`config.mk`:
```
export PLATFORM = sky130hd
export DESIGN_NAME = nib_irq_ctrl
export DESIGN_NICKNAME = d
export VERILOG_FILES = /design/src/rtl/nib_pkg.sv /design/src/rtl/nib_regfile.sv /design/src/rtl/nib_decode.sv /design/src/rtl/nib_irq_ctrl.sv
export SDC_FILE = /design/constraint.sdc
export NUM_CORES = 1
export LEC_CHECK = 0
export BUFFER_PORTS_ARGS = -buffer_cell sky130_fd_sc_hd__buf_2
export CAP_MARGIN = 25
export CORE_ASPECT_RATIO = 0.5
export CORE_MARGIN = 2
export CORE_UTILIZATION = 67
export CTS_CLUSTER_DIAMETER = 50
export CTS_CLUSTER_SIZE = 40
export DETAILED_ROUTE_END_ITERATION = 12
export MAX_ROUTING_LAYER = met4
export PLACE_DENSITY_LB_ADDON = 0.08
export SLEW_MARGIN = 20
export SYNTH_ARGS = -nofsm -noshare
export SYNTH_HDL_FRONTEND = slang
export SYNTH_SLANG_ARGS = --single-unit
export TNS_END_PERCENT = 20
```
`constraint.sdc`:
```
create_clock -name clk -period 4.4 [get_ports clk]
set_input_delay 0.22 -clock clk [delete_from_list [all_inputs] [get_ports clk]]
set_output_delay 0.22 -clock clk [all_outputs]
set_load 0.02 [all_outputs]
```
`src/rtl/nib_pkg.sv`:
```
package nib_pkg;
  localparam int SELW = 4;
  localparam int NREG = 1 << SELW;

  typedef enum logic [1:0] {
    ST_FETCH = 2'd0,
    ST_EXEC  = 2'd1,
    ST_INTR  = 2'd2
  } seq_t;

  typedef struct packed {
    logic            sel_x;
    logic            ret;
    logic            dis;
    logic            sav;
    logic            outp;
    logic [SELW-1:0] arg;
  } dec_t;
endpackage

```
`src/rtl/nib_regfile.sv`:
```
module nib_regfile
  import nib_pkg::*;
#(
  parameter int AW = 16
) (
  input  logic            clk,
  input  logic            rst_n,
  input  logic [SELW-1:0] sel,
  input  logic            inc_en,
  output logic [AW-1:0]   val
);
  logic [NREG-1:0][AW-1:0] regs_q;
  logic [NREG-1:0]         hit;

  for (genvar g = 0; g < NREG; g++) begin : g_hit
    assign hit[g] = inc_en && (sel == SELW'(g));
  end

  always_ff @(posedge clk) begin
    for (int i = 0; i < NREG; i++) begin
      if (!rst_n)      regs_q[i] <= '0;
      else if (hit[i]) regs_q[i] <= regs_q[i] + AW'(1);
    end
  end

  assign val = regs_q[sel];
endmodule

```
`src/rtl/nib_decode.sv`:
```
module nib_decode
  import nib_pkg::*;
(
  input  logic [7:0] op,
  output dec_t       d
);
  always_comb begin
    d       = '0;
    d.arg   = op[3:0];
    d.sel_x = (op[7:4] == 4'hE);
    d.ret   = (op == 8'h70);
    d.dis   = (op == 8'h71);
    d.sav   = (op == 8'h78);
    d.outp  = (op[7:4] == 4'h6) && !op[3] && (op[2:0] != 3'd0);
  end
endmodule

```
`src/rtl/nib_irq_ctrl.sv`:
```
module nib_irq_ctrl
  import nib_pkg::*;
#(
  parameter int              AW    = 16,
  parameter logic [SELW-1:0] INT_P = 4'd1,
  parameter logic [SELW-1:0] INT_X = 4'd2
) (
  input  logic          clk,
  input  logic          rst_n,
  input  logic          irq,
  output logic [AW-1:0] mem_addr,
  output logic          mem_rd,
  output logic          mem_wr,
  output logic [7:0]    mem_wdata,
  input  logic [7:0]    mem_rdata,
  output logic          out_valid,
  input  logic          out_ready,
  output logic [2:0]    out_port,
  output logic [7:0]    out_data,
  output logic [3:0]    x,
  output logic [3:0]    p,
  output logic [7:0]    t,
  output logic          ie
);
  seq_t            state_q;
  logic [7:0]      ir_q;
  logic [SELW-1:0] x_q, p_q;
  logic [7:0]      t_q;
  logic            ie_q, skip_q;
  dec_t            dec;
  logic [SELW-1:0] addr_sel;
  logic [AW-1:0]   ptr;
  logic            inc_en, exec_done, ie_nx, take_int;

  nib_decode dec_i (.op(ir_q), .d(dec));

  nib_regfile #(.AW(AW)) rf_i (
    .clk    (clk),
    .rst_n  (rst_n),
    .sel    (addr_sel),
    .inc_en (inc_en),
    .val    (ptr)
  );

  wire in_exec  = (state_q == ST_EXEC);
  wire in_fetch = (state_q == ST_FETCH);

  assign addr_sel  = in_fetch ? p_q : x_q;
  assign exec_done = !(dec.outp && !out_ready);
  assign inc_en    = in_fetch ||
                     (in_exec && (dec.ret || dec.dis || (dec.outp && out_ready)));
  assign ie_nx     = dec.ret ? 1'b1 : (dec.dis ? 1'b0 : ie_q);
  assign take_int  = ie_nx && irq && !skip_q;

  assign mem_addr  = ptr;
  assign mem_rd    = in_fetch || (in_exec && (dec.ret || dec.dis || dec.outp));
  assign mem_wr    = in_exec && dec.sav;
  assign mem_wdata = t_q;
  assign out_valid = in_exec && dec.outp;
  assign out_port  = ir_q[2:0];
  assign out_data  = mem_rdata;
  assign x         = x_q;
  assign p         = p_q;
  assign t         = t_q;
  assign ie        = ie_q;

  always_ff @(posedge clk) begin
    if (!rst_n) begin
      state_q <= ST_FETCH;
      ir_q    <= '0;
      x_q     <= '0;
      p_q     <= '0;
      t_q     <= '0;
      ie_q    <= 1'b0;
      skip_q  <= 1'b0;
    end else begin
      case (state_q)
        ST_FETCH: begin
          ir_q    <= mem_rdata;
          state_q <= ST_EXEC;
        end
        ST_EXEC: begin
          if (dec.sel_x) x_q <= dec.arg;
          if (dec.ret || dec.dis) begin
            x_q <= mem_rdata[7:4];
            p_q <= mem_rdata[3:0];
          end
          ie_q <= ie_nx;
          if (exec_done) begin
            skip_q  <= 1'b0;
            state_q <= take_int ? ST_INTR : ST_FETCH;
          end
        end
        ST_INTR: begin
          t_q     <= {x_q, p_q};
          x_q     <= INT_X;
          p_q     <= INT_P;
          ie_q    <= 1'b0;
          skip_q  <= 1'b1;
          state_q <= ST_FETCH;
        end
        default: state_q <= ST_FETCH;
      endcase
    end
  end
endmodule

```
======== Word-level counts from Yosys, hierarchy flattened ========
Index checks and enable logic that the tools add are counted.
word-level totals
  output and inout bits ................... 55
  register bits after elaboration ......... 284
  bits of input ports ..................... 12
  word-level logic and storage cells ...... 122
cells by class
  equality and inequality tests ........... 25
  magnitude comparators ................... 1
  mux-type cells .......................... 16
  reductions and logical operators ........ 41
  $add $sub $neg .......................... 16
operators with widths
  operator                                                    count
  adder 16 x 1 -> 16 bit, second input constant               16
  binary-select mux 16 bit (select 4 bit)                     1
  == test 4 bit, second input constant                        9
  logical AND 1 bit                                           26
  == test 8 x 7 -> 1 bit, second input constant               3
  == test 4 x 3 -> 1 bit, second input constant               5
  two-way mux 16 bit                                          1
  two-way mux 4 bit                                           4
  case mux 4 bit (2 select lines)                             2
  == test 4 x 2 -> 1 bit, second input constant               2
  AND reduction 2 bit                                         3
  logical OR 1 bit                                            5
  less-than comparator 4 x 5 -> 1 bit, second input constant  1
  == test 4 x 1 -> 1 bit, second input constant               1
  logical NOT 4 bit                                           1
  two-way mux 2 bit                                           2
  case mux 1 bit (2 select lines)                             2
  case mux 2 bit (2 select lines)                             1
  logical NOT 1 bit                                           3
  two-way mux 1 bit                                           3
  inequality test 3 x 2 -> 1 bit, second input constant       1
  nonzero test 3 bit                                          1
  == test 2 x 1 -> 1 bit, second input constant               1
  == test 2 bit, second input constant                        1
  other kinds (4)                                             4

======== Logic depth before layout (Yosys ltp) ========
Gate-level depths: netlist of run 1.
  word-level depth ........................ 8
  gate-level depth with buffers ........... 11
  mapped depth without buffers ............ 8

======== By module ========
A second synthesis of run 1 with hierarchy kept.
second synthesis, totals
  cell total of the unflattened synthesis .. 1706
  area, all modules ....................... 15338.5 um^2
by module, submodules not included
  module        area an instance (um^2)  times used  cells each
  nib_regfile   13810.7                  1           1541
  nib_irq_ctrl  1423.9                   1           151
  nib_decode    103.8                    1           14

======== Worst setup path before layout of run 1 ========
OpenSTA, ideal clock, no wires.
  path kind ............................... reg-to-output
  from .................................... register state_q[0]
  to ...................................... output mem_addr[3]
  required time ........................... 4.180 ns
  stages on the path, launching flop included .. 11
  data arrival time ....................... 2.802 ns
  path buffers ............................ 3
  path slack .............................. 1.378 ns
  cells stage by stage .................... dfxtp_1 > inv_1 > ha_1 > buf_2 > nand2_1 > and2_1 > clkbuf_1 > buf_1 > mux4_2 > a222oi_1 > o21ai_0
on the way
  longest elaborated chain between the ends .. 4
RTL lines
  item                                      RTL line            RTL
  from (decl)                               nib_irq_ctrl.sv:25  seq_t state_q;
  from (signal assigned)                    nib_irq_ctrl.sv:91  state_q <= take_int ? ST_INTR : ST_FETCH;
  logical NOT 2 bit                         nib_irq_ctrl.sv:46  wire in_fetch = (state_q == ST_FETCH);
  two-way mux 4 bit                         nib_irq_ctrl.sv:48  assign addr_sel = in_fetch ? p_q : x_q;
  binary-select mux 16 bit (select 4 bit)   nib_regfile.sv:26   assign val = regs_q[sel];
  two-way mux 16 bit (implied by the code)  nib_regfile.sv:26
  to (decl)                                 nib_irq_ctrl.sv:11  output logic [AW-1:0] mem_addr,
Every way passes these cells. The select of a mux whose other input is x is not followed.

======== Worst setup path after layout of run 1 ========
  from .................................... register state_q[0]
  to ...................................... output mem_addr[13]
The elaborated chain is that of the path after synthesis.

==> results of run 1 <==
[tightest hold or removal path, stage by stage]
cell and delay (ps):
buf_2 120, mux2i_1 90, nor2_1 80
[metal layers]
layer	vias to the layer above	track usage (%)	routed length, um
met5	-	-	0
met4	0	9.315	1155
met3	89	6.942	4835
met2	675	54.50	18600
met1	6638	52.25	18320
li1	6288	-	-
[logic make-up after synthesis]
kind of cell | count (synthesis)
fa+ha+maj | 19
compound gates | 369
xor+xnor | 139
mux | 100
buf+inv | 163
flops | 284
simple gates | 648
[cells in the final DEF, fill, tap and decap left out, drive strengths merged, types with 3 or more instances in the layout]
cell type / count
dfxtp: 284
nor2: 200
a21oi: 110
o21ai: 109
nand2: 96
buf: 95
or3: 90
xor2: 70
xnor2: 69
nand3: 66
mux4: 62
inv: 52
nor3: 41
mux2i: 38
o211ai: 36
nand4: 34
o2111ai: 33
and3: 31
a22oi: 31
ha: 19
clkbuf: 16
o31ai: 15
and4: 15
nor4: 15
and2: 15
nand2b: 14
or4: 9
dlygate4sd3: 8
a2111oi: 7
or2: 7
a211oi: 6
nand3b: 4
or3b: 4
o311ai: 4
o21bai: 3
a21o: 3
clkinv: 3
nor3b: 3
[worst paths after layout]
| path | start | endpoint | slack, ps |
|---|---|---|---|
| setup / recovery | state_q[0]$_SDFFE_PN0P_ | mem_addr[13] | 270 |
| hold / removal | mem_rdata[5] | ir_q[5]$_SDFFE_PN0P_ | 30 |
| setup reg to reg | state_q[1]$_SDFFE_PN0P_ | rf_i.regs_q[22]$_SDFFE_PN0P_ | 860 |
| hold reg to reg | skip_q$_SDFFE_PN0P_ | skip_q$_SDFFE_PN0P_ | 480 |
[Yosys cell counts, drive strengths merged, types with 4 or more instances]
| master | count | area share [%] |
|---|---|---|
| a2111oi | 7 | 0.40 |
| a211oi | 6 | 0.33 |
| a21oi | 110 | 3.7 |
| a22oi | 31 | 1.6 |
| and2 | 15 | 0.62 |
| and3 | 31 | 1.3 |
| and4 | 15 | 0.86 |
| buf | 40 | 1.5 |
| clkbuf | 78 | 1.9 |
| dfxtp | 284 | 37 |
| ha | 19 | 1.6 |
| inv | 45 | 1.1 |
| mux2i | 38 | 2.5 |
| mux4 | 62 | 9.2 |
| nand2 | 96 | 2.4 |
| nand2b | 14 | 0.58 |
| nand3 | 66 | 2.2 |
| nand3b | 4 | 0.20 |
| nand4 | 34 | 1.4 |
| nor2 | 200 | 4.9 |
| nor3 | 41 | 1.3 |
| nor4 | 15 | 0.66 |
| o2111ai | 33 | 1.9 |
| o211ai | 36 | 1.8 |
| o21ai | 109 | 3.6 |
| o311ai | 4 | 0.38 |
| o31ai | 15 | 0.74 |
| or2 | 7 | 0.29 |
| or3 | 90 | 3.7 |
| or3b | 4 | 0.23 |
| or4 | 9 | 0.44 |
| xnor2 | 69 | 4.0 |
| xor2 | 70 | 4.0 |
[through the flow]
step           std cells  area [um^2]  hold slack, ps  power [mW]  setup slack [ps]
6_report            2033        16300           31.02       4.581             267.4
3_5_place_dp        1998        15690           459.1       2.927             992.6
3_3_place_gp        1998        15690           451.1       2.922              1099
2_1_floorplan       1722        15220           367.6       2.853              1378
4_1_cts             2032        16290           26.85       4.590             513.3
5_1_grt             2033        16300           43.65       4.725             173.3
[report_power, final]
part           leakage (nW)  internal (mW)  total (mW)  switching (mW)
Sequential             2.29           2.58        2.60          0.0212
Clock                 0.255          0.712        1.70           0.988
Combinational          3.00         0.0928       0.277           0.184
[what timing repair did]
item / 4_1_cts / 5_1_grt
hold buffers: 8 / 0
setup endpoints to repair: 0 / 0
hold endpoints to repair: 8 / 0
[sequential cells by signal, indices dropped and copies added, names as in the netlist]
register and count:
rf_i.regs_q 256, ir_q 8, mem_wdata 8, p 4, x 4, state_q 2, ie 1, skip_q 1
[layout make-up]
cell class / instances / area [um^2] / share of cell area (%)
multi-input combinational: 1275 / 8887 / 54.51
sequential: 284 / 5685 / 34.87
timing repair buffer: 103 / 656.9 / 4.029
clock buffer: 16 / 389.1 / 2.387
tap: 300 / 375.4 / 2.302
inverter: 45 / 176.4 / 1.082
clock inverter: 10 / 132.6 / 0.8135
==> results.json, run 1 <==
{
  "synth_top_family_by_area": "simple AND/OR/NAND/NOR gates",
  "critical_path_buf_inv_count": 3,
  "syn-num-nets": 1753,
  "cts_tree": "yes",
  "crit_path_top_delay_cell": "mux4_2",
  "antenna_found_initial": 0,
  "root_buffer": "clkbuf_16",
  "asr_flop_ratio_synth_pct": 0,
  "finalWeightedCongestion": 0.9399,
  "wl_per_cell_um": 21.11,
  "cts-htree-levels": 1,
  "power.density_nw_per_um2": 281.0,
  "relSlewSlack_pct": 26.88,
  "cpLargestDelayFamily": "simple AND/OR/NAND/NOR gates",
  "irDropWorstVdd_v": 0.0003176,
  "finalCritPeriodShare_pct": 93.92,
  "route.detailed.vias_per_inst": 6.734,
  "synth-xor-area-share_pct": 7.998,
  "report.final.setup_viol": 0,
  "critical_path.startpoint_type": "flop",
  "postCtsSetupRepairBufs": 0,
  "die_width_um": 217.2,
  "number_of_enable_flip_flop_cells_after_synthesis": 0,
  "fmax_ghz": 0.2420,
  "floorplan.rows": 38,
  "core_area_um2": 21970,
  "syn_avg_cell_area_um2": 8.839,
  "final_layout_size_suffix_gt1_share_pct": 11.94,
  "cts_buffer_depth": 3,
  "cts_buffers": 15,
  "setup.worst_path.end_class": "output pin",
  "critPathMaxFanout": 21,
  "grt.total_usage_pct": 36.90,
  "syn_area_um2": 15220,
  "post_route_antenna_net_violation_count": 0,
  "sequential_element_share_of_the_synthesized_area_pct": 37.35,
  "synth_ff_type": "dfxtp_1",
  "synth_compound_gate_area_share_pct": 15.38,
  "muxShareOfSynthArea_pct": 11.67,
  "ioPinCount": 67,
  "nFillCells": 1635,
  "outcome": "finished clean",
  "hold_viol_final": 0,
  "drt-initial-drc-count": 1812,
  "worst_r2r_path_depth": 8,
  "maxCapViolCount": 0,
  "overflow": 0,
  "num_antenna_cells": 0,
  "drt_pass1_iterations": 7,
  "hold-path-cell-count": 3,
  "number_of_global_route_vias_before_repair": 12710,
  "postLayoutCoreUtil_pct": 74.22,
  "fin_setup_tns_ps": 0,
  "synth_seq_cells": 284,
  "synth_cell_types": 65,
  "vias": 13690,
  "criticalPathCategory": "flop to output pin",
  "worst_ep_arrival_time_ps": 3910,
  "grt_first_pass_wirelength_um": 68820,
  "worstMarginPinSlew_ps": 1088,
  "clkLatencyLatePin_ps": 550,
  "drc_errors": 0,
  "critical_path_required_ps": 4180,
  "cp_num_cells": 9,
  "fp.dieArea_um2": 24010,
  "fin_skew_ps": 41.20,
  "path_cells": "inv_1 > ha_1 > nand2b_1 > and2_4 > buf_4 > mux4_2 > a22oi_1 > nand2_1 > buf_2",
  "cts.clk_slew.worst_paths_ps": 130,
  "areaGrowthSynthToFinish_pct": 7.110,
  "power_leakage_nw": 5.542,
  "tightest_hold_check_type": "primary input to flop",
  "grt_start_max_net_pins": 163,
  "floorplan.initialDensity_pct": 69.29,
  "worst_path_largest_cell_delay_ps": 570,
  "synth_warnings": 0,
  "rsz_0062_raised_after_global_routing": "false",
  "synthesis.instances": 1722,
  "period_minus_ws_final_ps": 4133,
  "die_h_um": 110.6,
  "final_nets": 1755,
  "yosys.area_share.adder_pct": 1.562,
  "dp.final_hpwl_um": 30990,
  "slew_viol_final": 0,
  "routed_wl_um": 42910,
  "cts_sinks": 284,
  "post_cts_resize_count": 0,
  "synth_simple_gate_area_share_pct": 21.47,
  "buffer_ports.inserted": 66
}
Note: power is estimated with default switching activity, not from simulation.
==> run 2: changes to the inputs <==
BUFFER_PORTS_ARGS = -buffer_cell sky130_fd_sc_hd__clkbuf_2   (was -buffer_cell sky130_fd_sc_hd__buf_2)
==> results.json, run 2 (synthesis results as in run 1) <==
{
  "finalWeightedCongestion": 0.9848,
  "crit_path_top_delay_cell": "and2_4",
  "postCtsSetupRepairBufs": 0,
  "worst_path_largest_cell_delay_ps": 620,
  "tightest_hold_check_type": "primary input to flop",
  "number_of_global_route_vias_before_repair": 12520,
  "drc_errors": 0,
  "multi_input_comb_area_um2": 8887,
  "clkLatencyLatePin_ps": 530,
  "fin_skew_ps": 43.53,
  "cts_buffers": 15,
  "irDropWorstVdd_v": 0.0003460,
  "final_common_cell": "dfxtp_1",
  "fmax_ghz": 0.2492,
  "p_sw_mw": 1.134,
  "share_clk_of_total_power_pct": 37.4,
  "areaGrowthSynthToFinish_pct": 6.708,
  "critical_path_required_ps": 4180,
  "post_route_antenna_net_violation_count": 0,
  "global_route.usage.met1_pct": 52.97,
  "criticalPathCategory": "flop to output pin",
  "final_layout_size_suffix_gt1_share_pct": 11.87,
  "fin_ws_ps": 386.5,
  "r2r_setup_slack_ps": 790,
  "grt_start_max_net_pins": 175,
  "rr_startpoint": "state_q[1]$_SDFFE_PN0P_",
  "power_leakage_nw": 5.476,
  "met2_usage_pct": 54.93,
  "cts-htree-levels": 1,
  "worst_r2r_path_depth": 8,
  "path_cells": "inv_1 > ha_1 > nand2b_1 > and2_4 > buf_12 > mux4_2 > a22oi_1 > nand2_1 > clkbuf_2",
  "worst_ep_arrival_time_ps": 3790,
  "nFillCells": 1695,
  "fin_setup_tns_ps": 0,
  "fp.dieArea_um2": 24010,
  "report.final.setup_viol": 0,
  "period_minus_ws_final_ps": 4014,
  "postLayoutCoreUtil_pct": 73.94,
  "relSlewSlack_pct": 24.77,
  "dp_worst_setup_slack_ps": 912.7,
  "buffer_ports.inserted": 66,
  "rsz_0062_raised_after_global_routing": "false",
  "route.detailed.vias_per_inst": 6.768,
  "power.density_nw_per_um2": 283.2,
  "antenna_found_initial": 0,
  "overflow": 0,
  "crit_startpoint": "state_q[1]$_SDFFE_PN0P_",
  "critical_path.reg2reg.endpoint": "rf_i.regs_q[63]$_SDFFE_PN0P_",
  "outcome": "finished clean",
  "core_area_um2": 21970,
  "critPathMaxFanout": 36,
  "wl_per_cell_um": 21.66,
  "comb_power_share_pct": 6.0,
  "root_buffer": "clkbuf_16",
  "maxCapViolCount": 0,
  "largest_register_ff_count": 256,
  "switching_share_pct": 24.64,
  "cts_tree": "yes",
  "regMostFlops": "rf_i.regs_q",
  "drt_pass1_iterations": 5,
  "internal_power_mw": 3.467,
  "ff_latch_area_um2": 5685,
  "vias": 13720,
  "finalCritPeriodShare_pct": 91.22,
  "hold_viol_final": 0,
  "die_width_um": 217.2,
  "drt-initial-drc-count": 1769,
  "grt.total_usage_pct": 37.34,
  "grt-busiest-layer": "met2",
  "cts.clk_slew.worst_paths_ps": 110,
  "ioPinCount": 67,
  "p_seq_share_pct": 56.6,
  "slew_viol_final": 0,
  "floorplan.rows": 38,
  "num_antenna_cells": 0,
  "routed_wl_um": 43900,
  "final_nets": 1749,
  "grt.met3_usage_pct": 8.512,
  "worstMarginPinSlew_ps": 1119,
  "grt_first_pass_wirelength_um": 69550,
  "cts_buffer_depth": 3,
  "dp.final_hpwl_um": 31560,
  "critical_path.startpoint_type": "flop",
  "cts_sinks": 284,
  "floorplan.initialDensity_pct": 69.29,
  "crit_path_end": "mem_addr[12]",
  "mostFrequentLayoutCells": "284 x dfxtp_1, 200 x nor2_1, 108 x a21oi_1",
  "setup.worst_path.end_class": "output pin",
  "die_h_um": 110.6
}
==> run 2: final cells by class <==
| cell class | count | area share (%) |
|---|---|---|
| Tap cell | 300 | 2.311 |
| Multi-Input combinational cell | 1275 | 54.72 |
| Inverter | 45 | 1.086 |
| Clock inverter | 10 | 0.8012 |
| Sequential cell | 284 | 35.01 |
| Timing Repair Buffer | 97 | 3.682 |
| Clock buffer | 16 | 2.396 |
==> run 2: critical path, delay by kind of cell, from the launching register on <==
family	cells	cell delay, ps
compound gates	1	390
fa+ha+maj	1	450
buf+inv	3	530
flops	1	340
mux	1	500
simple gates	3	980
==> run 2: worst min-delay path by stage <==
stage	from	end	cells past startpoint
CTS	mem_rdata[6]	ir_q[6]$_SDFFE_PN0P_	3
finish	mem_rdata[6]	ir_q[6]$_SDFFE_PN0P_	3
global route	mem_rdata[6]	ir_q[6]$_SDFFE_PN0P_	3
detailed placement	skip_q$_SDFFE_PN0P_	skip_q$_SDFFE_PN0P_	2
global placement	skip_q$_SDFFE_PN0P_	skip_q$_SDFFE_PN0P_	2
floorplan	mem_rdata[0]	ir_q[0]$_SDFFE_PN0P_	2
==> run 2: timing repair <==
item,in CTS,in global routing
endpoints found under the hold margin,4,0
gates resized for setup,0,0
endpoints found under the setup margin,0,0
hold buffers,4,0
==> run 2: power by group through the flow <==
stage                     Sequential, mW  Combinational [mW]  Clock, mW
after floorplan                     2.66               0.197          0
after global placement              2.66               0.263          0
after detailed placement            2.66               0.269          0
after CTS                           2.60               0.272       1.73
after global routing                2.60               0.294       1.82
final                               2.60               0.277       1.72
==> run 2: per-layer routing <==
layer	wire length [um]	vias up
met3	5103	88
met1	18550	6617
met4	1025	0
li1	-	6280
met2	19220	733
met5	0	-
==> run 2: per-stage QoR <==
stage	total power [mW]	instances	hold slack, ps	instance area, um^2
global route	4.718	2027	26.90	16240
CTS	4.601	2027	13.19	16240
global placement	2.922	1997	453.0	15680
detailed placement	2.928	1997	459.3	15680
floorplan	2.853	1722	367.6	15220
finish	4.600	2027	20.35	16240
